## src/rtl/ees_pkg.sv

```systemverilog
package ees_pkg;
  localparam logic [7:0] OPC_READ  = 8'h03;
  localparam logic [7:0] OPC_WRITE = 8'h02;
  localparam logic [7:0] OPC_PGERS = 8'h42;
  localparam logic [7:0] OPC_SCERS = 8'hD8;
  localparam logic [7:0] OPC_CHERS = 8'hC7;
  localparam logic [7:0] OPC_WAKE  = 8'hAB;
  localparam logic [7:0] OPC_SLEEP = 8'hB9;

  typedef enum logic [1:0] {SPAN_PAGE = 2'd0, SPAN_SECTOR = 2'd1, SPAN_CHIP = 2'd2} span_e;
  typedef enum logic [1:0] {KIND_WRITE = 2'd0, KIND_PAGE = 2'd1, KIND_SECT = 2'd2, KIND_CHIP = 2'd3} kind_e;
endpackage

```

## src/rtl/ees_hdr.sv

```systemverilog
module ees_hdr #(
  parameter int IDX_W  = 10,
  parameter int ADDR_W = 17
) (
  input  logic              clk,
  input  logic              rst_n,
  input  logic              rx_valid,
  input  logic [7:0]        rx_data,
  input  logic [IDX_W-1:0]  rx_idx,
  input  logic              frm_end,
  output logic [7:0]        op_o,
  output logic [ADDR_W-1:0] addr_o,
  output logic [IDX_W:0]    nbytes_o,
  output logic              done_o
);
  logic [ADDR_W-1:0] sh_q;

  always_ff @(posedge clk or negedge rst_n) begin
    if (!rst_n) begin
      op_o     <= 8'h00;
      sh_q     <= '0;
      nbytes_o <= '0;
      done_o   <= 1'b0;
    end else begin
      done_o <= 1'b0;
      if (frm_end) begin
        op_o     <= 8'h00;
        nbytes_o <= '0;
      end else if (rx_valid) begin
        if (rx_idx == '0) op_o <= rx_data;
        else if (rx_idx <= IDX_W'(3)) sh_q <= ADDR_W'({sh_q, rx_data});
        if (rx_idx == IDX_W'(3)) done_o <= 1'b1;
        nbytes_o <= {1'b0, rx_idx} + (IDX_W+1)'(1);
      end
    end
  end

  assign addr_o = sh_q;
endmodule

```

## src/rtl/ees_busy.sv

```systemverilog
module ees_busy #(
  parameter int WR_CYC = 300,
  parameter int ER_CYC = 500
) (
  input  logic clk,
  input  logic rst_n,
  input  logic start,
  input  logic long_sel,
  output logic busy,
  output logic start_o
);
  localparam int MAXC = (WR_CYC > ER_CYC) ? WR_CYC : ER_CYC;
  localparam int CW   = $clog2(MAXC + 1);

  logic [CW-1:0] cnt_q;

  always_ff @(posedge clk or negedge rst_n) begin
    if (!rst_n) begin
      cnt_q   <= '0;
      start_o <= 1'b0;
    end else begin
      start_o <= start;
      if (start) cnt_q <= long_sel ? CW'(ER_CYC) : CW'(WR_CYC);
      else if (cnt_q != '0) cnt_q <= cnt_q - 1'b1;
    end
  end

  assign busy = (cnt_q != '0);

  a_r7_rise_with_start: assert property (@(posedge clk) disable iff (!rst_n)
    $rose(busy) |-> start_o);
endmodule

```

## src/rtl/ees_pagebuf.sv

```systemverilog
module ees_pagebuf #(
  parameter int PAGE_W = 8,
  parameter int ADDR_W = 17
) (
  input  logic                     clk,
  input  logic                     rst_n,
  input  logic                     col_load,
  input  logic [PAGE_W-1:0]        col_init,
  input  logic                     store,
  input  logic [7:0]               store_data,
  input  logic                     commit,
  input  logic                     drop,
  input  logic [ADDR_W-PAGE_W-1:0] base,
  output logic                     we,
  output logic [ADDR_W-1:0]        waddr,
  output logic [7:0]               wdata,
  output logic                     sweeping
);
  localparam int PAGE = 1 << PAGE_W;

  logic [7:0]               data_q [PAGE];
  logic                     flg_q  [PAGE];
  logic [PAGE_W-1:0]        col_q, sw_idx;
  logic [ADDR_W-PAGE_W-1:0] pg_q;

  for (genvar g = 0; g < PAGE; g++) begin : g_ent
    always_ff @(posedge clk) begin
      if (store && col_q == PAGE_W'(g)) data_q[g] <= store_data;
    end
    always_ff @(posedge clk or negedge rst_n) begin
      if (!rst_n) flg_q[g] <= 1'b0;
      else if (store && col_q == PAGE_W'(g)) flg_q[g] <= 1'b1;
      else if (drop || (sweeping && sw_idx == PAGE_W'(g))) flg_q[g] <= 1'b0;
    end
  end

  always_ff @(posedge clk or negedge rst_n) begin
    if (!rst_n) begin
      col_q    <= '0;
      sw_idx   <= '0;
      pg_q     <= '0;
      sweeping <= 1'b0;
    end else begin
      if (col_load) col_q <= col_init;
      else if (store) col_q <= col_q + 1'b1;
      if (commit) begin
        sweeping <= 1'b1;
        sw_idx   <= '0;
        pg_q     <= base;
      end else if (sweeping) begin
        sw_idx <= sw_idx + 1'b1;
        if (sw_idx == '1) sweeping <= 1'b0;
      end
    end
  end

  assign we    = sweeping && flg_q[sw_idx];
  assign waddr = {pg_q, sw_idx};
  assign wdata = data_q[sw_idx];

  a_r3_no_store_in_sweep: assert property (@(posedge clk) disable iff (!rst_n)
    sweeping |-> !store);
endmodule

```

## src/rtl/eeprom_cmd_seq.sv

```systemverilog
module eeprom_cmd_seq #(
  parameter int         IDX_W  = 10,
  parameter int         ADDR_W = 17,
  parameter int         PAGE_W = 8,
  parameter int         WR_CYC = 300,
  parameter int         ER_CYC = 500,
  parameter logic [7:0] SIG    = 8'h29
) (
  input  logic              clk,
  input  logic              rst_n,
  input  logic              rx_valid,
  input  logic [7:0]        rx_data,
  input  logic [IDX_W-1:0]  rx_idx,
  input  logic              frm_end,
  input  logic              frm_aligned,
  output logic              tx_valid,
  input  logic              tx_ready,
  output logic [7:0]        tx_data,
  output logic [1:0]        chk_kind,
  output logic [ADDR_W-1:0] chk_addr,
  input  logic              prot_ok,
  output logic              mem_re,
  output logic              mem_we,
  output logic              mem_erase,
  output logic [1:0]        mem_span,
  output logic [ADDR_W-1:0] mem_addr,
  output logic [7:0]        mem_wdata,
  input  logic [7:0]        mem_rdata,
  output logic              busy_start,
  output logic              busy,
  output logic              pd_active
);
  import ees_pkg::*;

  logic [7:0]        op;
  logic [ADDR_W-1:0] hdr_addr;
  logic [IDX_W:0]    nb;
  logic              hdr_done;

  ees_hdr #(.IDX_W(IDX_W), .ADDR_W(ADDR_W)) u_hdr (
    .clk(clk), .rst_n(rst_n), .rx_valid(rx_valid), .rx_data(rx_data),
    .rx_idx(rx_idx), .frm_end(frm_end), .op_o(op), .addr_o(hdr_addr),
    .nbytes_o(nb), .done_o(hdr_done));

  logic idle_ok, aligned_ok;
  logic cm_write, cm_page, cm_sect, cm_chip, cm_any;
  assign idle_ok    = !busy && !pd_active;
  assign aligned_ok = frm_end && frm_aligned && idle_ok && prot_ok;
  assign cm_write   = aligned_ok && op == OPC_WRITE && nb >= (IDX_W+1)'(5);
  assign cm_page    = aligned_ok && op == OPC_PGERS && nb == (IDX_W+1)'(4);
  assign cm_sect    = aligned_ok && op == OPC_SCERS && nb == (IDX_W+1)'(4);
  assign cm_chip    = aligned_ok && op == OPC_CHERS && nb == (IDX_W+1)'(1);
  assign cm_any     = cm_write | cm_page | cm_sect | cm_chip;

  always_comb begin
    case (op)
      OPC_PGERS: chk_kind = KIND_PAGE;
      OPC_SCERS: chk_kind = KIND_SECT;
      OPC_CHERS: chk_kind = KIND_CHIP;
      default:   chk_kind = KIND_WRITE;
    endcase
  end
  assign chk_addr = hdr_addr;

  ees_busy #(.WR_CYC(WR_CYC), .ER_CYC(ER_CYC)) u_busy (
    .clk(clk), .rst_n(rst_n), .start(cm_any), .long_sel(cm_sect | cm_chip),
    .busy(busy), .start_o(busy_start));

  // page staging and commit sweep
  logic              pb_we, pb_sweep, pb_store, pb_drop;
  logic [ADDR_W-1:0] pb_addr;
  assign pb_store = rx_valid && op == OPC_WRITE && rx_idx >= IDX_W'(4) && idle_ok;
  assign pb_drop  = frm_end && !cm_write && !pb_sweep;

  ees_pagebuf #(.PAGE_W(PAGE_W), .ADDR_W(ADDR_W)) u_pbuf (
    .clk(clk), .rst_n(rst_n), .col_load(rx_valid && rx_idx == IDX_W'(3)),
    .col_init(rx_data[PAGE_W-1:0]), .store(pb_store), .store_data(rx_data),
    .commit(cm_write), .drop(pb_drop), .base(hdr_addr[ADDR_W-1:PAGE_W]),
    .we(pb_we), .waddr(pb_addr), .wdata(mem_wdata), .sweeping(pb_sweep));

  // erase request register
  logic              ers_q;
  logic [1:0]        span_q;
  logic [ADDR_W-1:0] ers_addr_q;
  always_ff @(posedge clk or negedge rst_n) begin
    if (!rst_n) begin
      ers_q      <= 1'b0;
      span_q     <= SPAN_PAGE;
      ers_addr_q <= '0;
    end else begin
      ers_q <= cm_page | cm_sect | cm_chip;
      if (cm_page | cm_sect | cm_chip) begin
        span_q     <= cm_chip ? SPAN_CHIP : (cm_sect ? SPAN_SECTOR : SPAN_PAGE);
        ers_addr_q <= hdr_addr;
      end
    end
  end

  // read stream and signature
  logic              txv_q, sig_q, refetch_q, rd_start, sig_start;
  logic [ADDR_W-1:0] ptr_q;
  assign rd_start  = hdr_done && op == OPC_READ && idle_ok;
  assign sig_start = hdr_done && op == OPC_WAKE && !busy;

  always_ff @(posedge clk or negedge rst_n) begin
    if (!rst_n) begin
      txv_q     <= 1'b0;
      sig_q     <= 1'b0;
      refetch_q <= 1'b0;
      ptr_q     <= '0;
    end else if (frm_end) begin
      txv_q     <= 1'b0;
      sig_q     <= 1'b0;
      refetch_q <= 1'b0;
    end else if (rd_start) begin
      ptr_q <= hdr_addr;
      txv_q <= 1'b1;
    end else if (sig_start) begin
      sig_q <= 1'b1;
      txv_q <= 1'b1;
    end else if (txv_q && tx_ready && !sig_q) begin
      ptr_q     <= ptr_q + 1'b1;
      txv_q     <= 1'b0;
      refetch_q <= 1'b1;
    end else if (refetch_q) begin
      refetch_q <= 1'b0;
      txv_q     <= 1'b1;
    end
  end

  // deep power-down state
  always_ff @(posedge clk or negedge rst_n) begin
    if (!rst_n) pd_active <= 1'b0;
    else if (frm_end) begin
      if (op == OPC_SLEEP && nb == (IDX_W+1)'(1) && frm_aligned && idle_ok) pd_active <= 1'b1;
      else if (op == OPC_WAKE && nb != '0) pd_active <= 1'b0;
    end
  end

  assign tx_valid  = txv_q;
  assign tx_data   = sig_q ? SIG : mem_rdata;
  assign mem_re    = rd_start | refetch_q;
  assign mem_we    = pb_we;
  assign mem_erase = ers_q;
  assign mem_span  = span_q;
  assign mem_addr  = pb_sweep ? pb_addr : (ers_q ? ers_addr_q : (rd_start ? hdr_addr : ptr_q));

  a_r8_no_read_busy: assert property (@(posedge clk) disable iff (!rst_n)
    busy |-> !mem_re);
  a_r9_pd_quiet: assert property (@(posedge clk) disable iff (!rst_n)
    pd_active |-> !(mem_re || mem_we || mem_erase));
  a_r4_write_in_busy: assert property (@(posedge clk) disable iff (!rst_n)
    mem_we |-> busy);
  a_r5_erase_in_busy: assert property (@(posedge clk) disable iff (!rst_n)
    mem_erase |-> busy);
  a_r7_start_busy: assert property (@(posedge clk) disable iff (!rst_n)
    busy_start |-> busy);
  a_r11_tx_hold: assert property (@(posedge clk) disable iff (!rst_n)
    (tx_valid && !tx_ready && !frm_end) |=> (tx_valid && $stable(tx_data)));
endmodule

```

## config.mk

```make
export PLATFORM = sky130hd
export DESIGN_NAME = eeprom_cmd_seq
export DESIGN_NICKNAME = d
export VERILOG_FILES = /design/src/rtl/ees_pkg.sv /design/src/rtl/ees_hdr.sv /design/src/rtl/ees_busy.sv /design/src/rtl/ees_pagebuf.sv /design/src/rtl/eeprom_cmd_seq.sv
export SDC_FILE = /design/constraint.sdc
export NUM_CORES = 2
export LEC_CHECK = 0
export ABC_CLOCK_PERIOD_IN_PS = 5300
export BUFFER_PORTS_ARGS = -buffer_cell sky130_fd_sc_hd__buf_4
export CORE_ASPECT_RATIO = 1.5
export CORE_MARGIN = 4
export CORE_UTILIZATION = 55
export DETAILED_ROUTE_END_ITERATION = 10
export GPL_ROUTABILITY_DRIVEN = 0
export PLACE_DENSITY = 0.71
export SLEW_MARGIN = 20
export SYNTH_ARGS = -nofsm -noshare
export SYNTH_HDL_FRONTEND = slang
export SYNTH_HIERARCHICAL = 1
export SYNTH_SLANG_ARGS = --single-unit
```

## constraint.sdc

```tcl
create_clock -name clk -period 5.3 [get_ports clk]
set_clock_uncertainty 0.2 [all_clocks]
set_input_delay 0.53 -clock clk [delete_from_list [all_inputs] [get_ports clk]]
set_output_delay 0.53 -clock clk [all_outputs]
set_load 0.01 [all_outputs]
```

**Yosys cells after proc, flatten, opt, wreduce, memory -nomap -nowiden**

Memories as Yosys holds them, arrays and structs flattened.
Index checks and enable logic that the tools add are counted.

- Add/sub/neg operators: 5
- Magnitude comparators: 4
- Equality and inequality tests: 523
- Muxes and demuxes: 1834
- Bitwise gates (word level): 10
- Reductions and logical operators: 1333

Operators by type and width:

| cell | count |
|---|---|
| 8-bit 2-to-1 mux | 519 |
| 8-bit == test (second input constant) | 260 |
| 8-bit OR reduction | 255 |
| 1-bit 2-to-1 mux | 1302 |
| 8-bit by 7-bit == test with 1-bit output (second input constant) | 129 |
| 1-bit logical AND | 541 |
| 2-bit nonzero test | 264 |
| 8-bit by 6-bit == test with 1-bit output (second input constant) | 64 |
| 8-bit by 5-bit == test with 1-bit output (second input constant) | 32 |
| 1-bit logical OR | 256 |
| 8-bit by 4-bit == test with 1-bit output (second input constant) | 16 |
| 17-bit 2-to-1 mux | 6 |
| 8-bit by 3-bit == test with 1-bit output (second input constant) | 8 |
| 8-bit by 2-bit == test with 1-bit output (second input constant) | 6 |
| 11-bit 2-to-1 mux | 2 |
| 9-bit 2-to-1 mux | 2 |
| 17-bit by 1-bit adder with 17-bit output (second input constant) | 1 |
| 8-bit by 1-bit adder with 8-bit output (second input constant) | 2 |
| 8-bit by 1-bit == test with 1-bit output (second input constant) | 2 |
| 8-bit logical NOT | 2 |
| 10-bit by 1-bit adder with 11-bit output (second input constant) | 1 |
| 11-bit by 1-bit == test with 1-bit output (second input constant) | 1 |
| 11-bit by 3-bit == test with 1-bit output (second input constant) | 1 |
| 11-bit by 3-bit greater-or-equal comparator with 1-bit output (second input constant) | 1 |
| other kinds (20) | 36 |

- Register bits: 370
- Bits in writable memories: 2048
- Output and inout port bits: 61
- Logic and storage cells: 3984
- Memories: 1

Memory list:

| name | depth | bits a word | read ports | clocked after memory_dff | wr ports | RTL line | RTL |
|---|---|---|---|---|---|---|---|
| u_pbuf.data_q | 256 | 8 | 1 | 0 | 1 | ees_pagebuf.sv:21 | `logic [7:0] data_q [PAGE];` |

**Logic depth before layout (Yosys ltp)**

- Word-level depth: 263
- Gate-level depth with buffers: 16
- Gate-level depth less buffers: 13

**By module**

The synthesis kept the hierarchy.

Modules (own cells, without submodules):

| module | instances | cells an instance | area each (µm²) | seq. area each (µm²) |
|---|---|---|---|---|
| ees_pagebuf | 1 | 4681 | 92820.3 | 68555.8 |
| eeprom_cmd_seq | 1 | 320 | 2861.5 | 1026.0 |
| ees_hdr | 1 | 148 | 1775.5 | 925.9 |
| ees_busy | 1 | 48 | 526.8 | 250.2 |

**Worst setup path before layout**

OpenSTA, ideal clock, no wires.

- Kind: register to register
- Start: register u_busy.cnt_q[0]
- End: memory u_pbuf.data_q[110][0], enable pin
- Arrival time: 3283 ps
- Data required time: 4730 ps
- Slack: 1447 ps
- Stages on the path, launching flop included: 15
- Path through: dfrtp_1 -> inv_1 -> ha_1 -> or4b_1 -> buf_6 -> nor2_8 -> inv_2 -> nor3_1 -> nand2_1 -> nor2_1 -> clkbuf_1 -> buf_1 -> nand4_1 -> clkbuf_1 -> nor2_1

- Cells in the longest elaborated chain, start to end: 263

RTL lines:

| element | RTL line | RTL |
|---|---|---|
| start: declaration | ees_busy.sv:15 | `logic [CW-1:0] cnt_q;` |
| start signal: assignment | ees_busy.sv:23 | `if (start) cnt_q <= long_sel ? CW'(ER_CYC) : CW'(WR_CYC);` |
| start signal: assignment | ees_busy.sv:24 | `else if (cnt_q != '0) cnt_q <= cnt_q - 1'b1;` |
| 9-bit nonzero test (*) | ees_busy.sv:28 | `assign busy = (cnt_q != '0);` |
| net busy | eeprom_cmd_seq.sv:30 | `output logic busy,` |
| 1-bit logical NOT (*) | eeprom_cmd_seq.sv:47 | `assign idle_ok = !busy && !pd_active;` |
| 1-bit logical AND (*) | eeprom_cmd_seq.sv:47 |  |
| 1-bit logical AND (*) | eeprom_cmd_seq.sv:72 | `assign pb_store = rx_valid && op == OPC_WRITE && rx_idx >= IDX_W'(4) && idle_ok;` |
| net pb_store | eeprom_cmd_seq.sv:70 | `logic pb_we, pb_sweep, pb_store, pb_drop;` |
| 1-bit logical AND | ees_pagebuf.sv:28 | `if (store && col_q == PAGE_W'(g)) data_q[g] <= store_data;` |
| 1-bit 2-to-1 mux | ees_pagebuf.sv:28 |  |
| 1-bit 2-to-1 mux (not written as such) | ees_pagebuf.sv:28 |  |
| 8-bit OR reduction (no source line) | n/a |  |
| 8-bit 2-to-1 mux (no source line) / 1-bit 2-to-1 mux (equally long branches) (255 in series) | n/a |  |
| end: declaration | ees_pagebuf.sv:21 |  |

The timed path passes the listed nets; every way through them passes the cells marked *.

**Final worst setup path**

- Start: register u_pbuf.sw_idx[2]
- End: output mem_wdata[1]

- Cells in the longest elaborated chain, start to end: 1

RTL lines:

| element | RTL line | RTL |
|---|---|---|
| start: declaration | ees_pagebuf.sv:23 | `logic [PAGE_W-1:0] col_q, sw_idx;` |
| start signal: assignment | ees_pagebuf.sv:51 | `sw_idx <= sw_idx + 1'b1;` |
| memory read 256 x 8 bit | n/a |  |
| end: declaration | eeprom_cmd_seq.sv:27 | `output logic [7:0] mem_wdata,` |

No other way between the ends.

==> impl_metrics.yaml <==
finish:
  drive_gt1_share_pct: 29.8
  fin_util_pct: 62.9
  layout_common_cells: "edfxtp_1, mux4_2, buf_4"
  nFillCells: 12100
  multi_input_area_um2: 25600
  synthToLayoutAreaGrowth_pct: 13.5
  final-seq-area_um2: 70800
  nNetsFinal: 5647
  final_common_cell: "edfxtp_1"
die:
  die-area_um2: 185000
  rows: 189
  dieHeight_um: 525
  core_um2: 177000
  start_util_pct: 55.4
  ios: 94
  die_x_um: 353
drt:
  drt-pass1-iter-count: 6
  wl_per_cell_um: 33.7
  wl_um: 272000
  drtAntennaViolNets: 0
  drtIter0Drc: 7330
  num_vias: 54900
  viasPerCell: 6.80
  drc: 0
job:
  drv_cap: 0
grt:
  grt_usage_pct: 29.4
  grt_pass1_wl_um: 396000
  grt_max_degree: 166
  antenna_found_initial: 7
  overflow: 0
  grt_pass1_vias: 55600
clock_network:
  cts_htree_levels: 4
  cts_num_sinks: 2418
  path_clk_slew_ps: 70
  numCtsBuffers: 221
  cts-root-buf: "clkbuf_16"
  clk_latency_ps: 900
  cts_tree: "done"
  cts_buffer_depth: 4
logic_synthesis:
  synth_edf_count: 2048
  yosys_warnings: 6
  synth_area_per_cell_um2: 18.9
  netlist_area_um2: 98000
  synth_flop_cell: "edfxtp_1"
  ys_seq_area_share_pct: 72.2
  ys_ff_latch: 2418
  synth_cells: 5197
  async_flop_share_pct: 15.3
  ys_types: 81
  synth_nets: 5242
timing:
  slew_violations: 0
  worst_pin_slew_ps: 1240
  fin_crit_sh_pct: 102
  rsz0062_at_grt: "true"
  setup_violations: 6
  worst_slack_ps: -95.0
  hold_viol_final: 2
  hold_slack_ps: -4.64
  fmax_ghz: 0.185
  fin_crit_ps: 5400
  slew_headroom_pct: 17.0
worst_setup_path:
  worst-path-stages: 8
  critPathMaxFanout: 52
  slowest_delay_ps: 640
  worstPathBufferInverterCount: 4
  slowest_stage: "dfrtp_4"
  crit_path_start_kind: "register"
  reg2reg_depth: 13
  cpLargestDelayFamily: "buffers and inverters"
  crit_path_end_kind: "output pin"
  crit_chain: "inv_16, buf_12, buf_12, mux4_2, a22oi_2, nand4_1, a211o_4, buf_4"
  crit_path_frequent_cell: "buf_12"
  critical_path_class: "register to output pin"
  crit_arrival_ps: 4670
  worstPathRequired_ps: 4570
place:
  dp_hpwl_um: 170000
  port_buffers: 93
pwr:
  power_density_nw_per_um2: 464
  p_total_uw: 51600
  peakVddDrop_v: 0.000388
  power.leakage_uw: 0.0374
hold_path:
  hold_path.class: "input pin to asynchronous set/reset pin"
outcome:
  status: "finished with violations"
  violations: "negative hold slack, negative setup slack"
[registers in the layout, indices dropped and copies added, names as in the netlist, 2 cells and up]
| signal | cells |
|---|---|
| u_pbuf/data_q | 2048 |
| u_pbuf/flg_q | 256 |
| ers_addr_q | 17 |
| ptr_q | 17 |
| u_hdr/addr_o | 17 |
| u_hdr/nbytes_o | 11 |
| u_busy/cnt_q | 9 |
| u_pbuf/pg_q | 9 |
| u_hdr/op_o | 8 |
| u_pbuf/col_q | 8 |
| u_pbuf/sw_idx | 8 |
| mem_span | 2 |
[logic make-up after synthesis]
group | after synthesis | synth area share, %
flip-flops | 2418 | 72.2
AND/OR/NAND/NOR | 864 | 4.01
multiplexers | 804 | 16.7
AO/OA/AOI/OAI | 689 | 4.89
buffers and inverters | 392 | 1.87
XOR/XNOR | 18 | 0.161
adder cells (fa/ha/maj) | 12 | 0.153
[report_power, final]
part | total, µW | internal [µW] | switching, µW
sequential | 21000 | 20700 | 279
combinational | 14900 | 6260 | 8620
clock | 15700 | 8730 | 6970
total | 51600 | 35700 | 15900
[cells in the mapped netlist, types with 26 or more instances]
library cell  number  area share (%)
edfxtp_1        2048              63
mux4_2           653              15
dfrtp_1          370             9.4
nor2_1           307             1.2
nand2_1          260             1.0
clkbuf_1         209            0.80
o21ai_0          206             1.1
o211ai_1         152             1.2
nand3_1          117            0.60
a31o_2           104            0.93
mux2i_1           89            0.91
buf_2             70            0.36
a22oi_1           44            0.34
mux2_2            44            0.51
a21oi_1           38            0.19
buf_1             37            0.14
a32oi_1           36            0.32
nand4_1           31            0.20
buf_4             28            0.21
nor3_1            26            0.13
[worst paths after layout]
check	from	slack, ps	to
min in group clk	rx_data[5]	20	u_pbuf/data_q[143][5]
setup / recovery	u_pbuf/sw_idx[2]	-100	mem_wdata[1]
hold / removal	rst_n	-5	u_hdr/nbytes_o[5]
hold reg to reg	mem_span[1]	280	mem_span[1]
max in group asynchronous	rst_n	3530	u_pbuf/flg_q[189]
setup reg to reg	u_busy/cnt_q[0]	370	u_pbuf/data_q[101][0]
[metal layers]
metal  global-route usage (%)  routed length, µm  vias to the layer above  part of all wire, %
met2                     47.9             134000                     3306                   49
met3                     6.15              25500                      871                  9.4
met1                     36.6              92200                    28700                   34
met5                    0.364                126                        -                0.046
met4                     17.6              20000                        6                  7.3
li1                         -                  -                    22000                    -
[per-stage QoR]
| stage | worst slack, ps | area, µm² | cells | TNS (ps) |
|---|---|---|---|---|
| 6_report | -95.0 | 111000 | 8069 | -295 |
| 5_1_grt | -58.2 | 111000 | 8067 | -113 |
| 4_1_cts | 2.66 | 111000 | 8060 | 0 |
| 3_5_place_dp | 378 | 104000 | 7625 | 0 |
| 3_3_place_gp | 328 | 104000 | 7625 | 0 |
| 2_1_floorplan | 1450 | 98000 | 5197 | 0 |
[layout make-up]
class                   count  area share (%)
flip-flops and latches   2418            63.6
repair buffers            548            4.40
clock buffers             260            5.12
multi-input cells        2387            23.0
well taps                2292            2.58
diodes                      3         0.00675
inverters                  26           0.109
clock inverters           135            1.18
[repair_timing]
item                                    CTS  global route
gates resized for setup                   6             8
pin swaps                                 0             4
endpoints found under the setup margin    9             8
buffers inserted                         11             5
cloned                                    0             1
hold buffers                             29             0
endpoints found under the hold margin   163             0
Note: power is estimated with default switching activity, not from simulation.
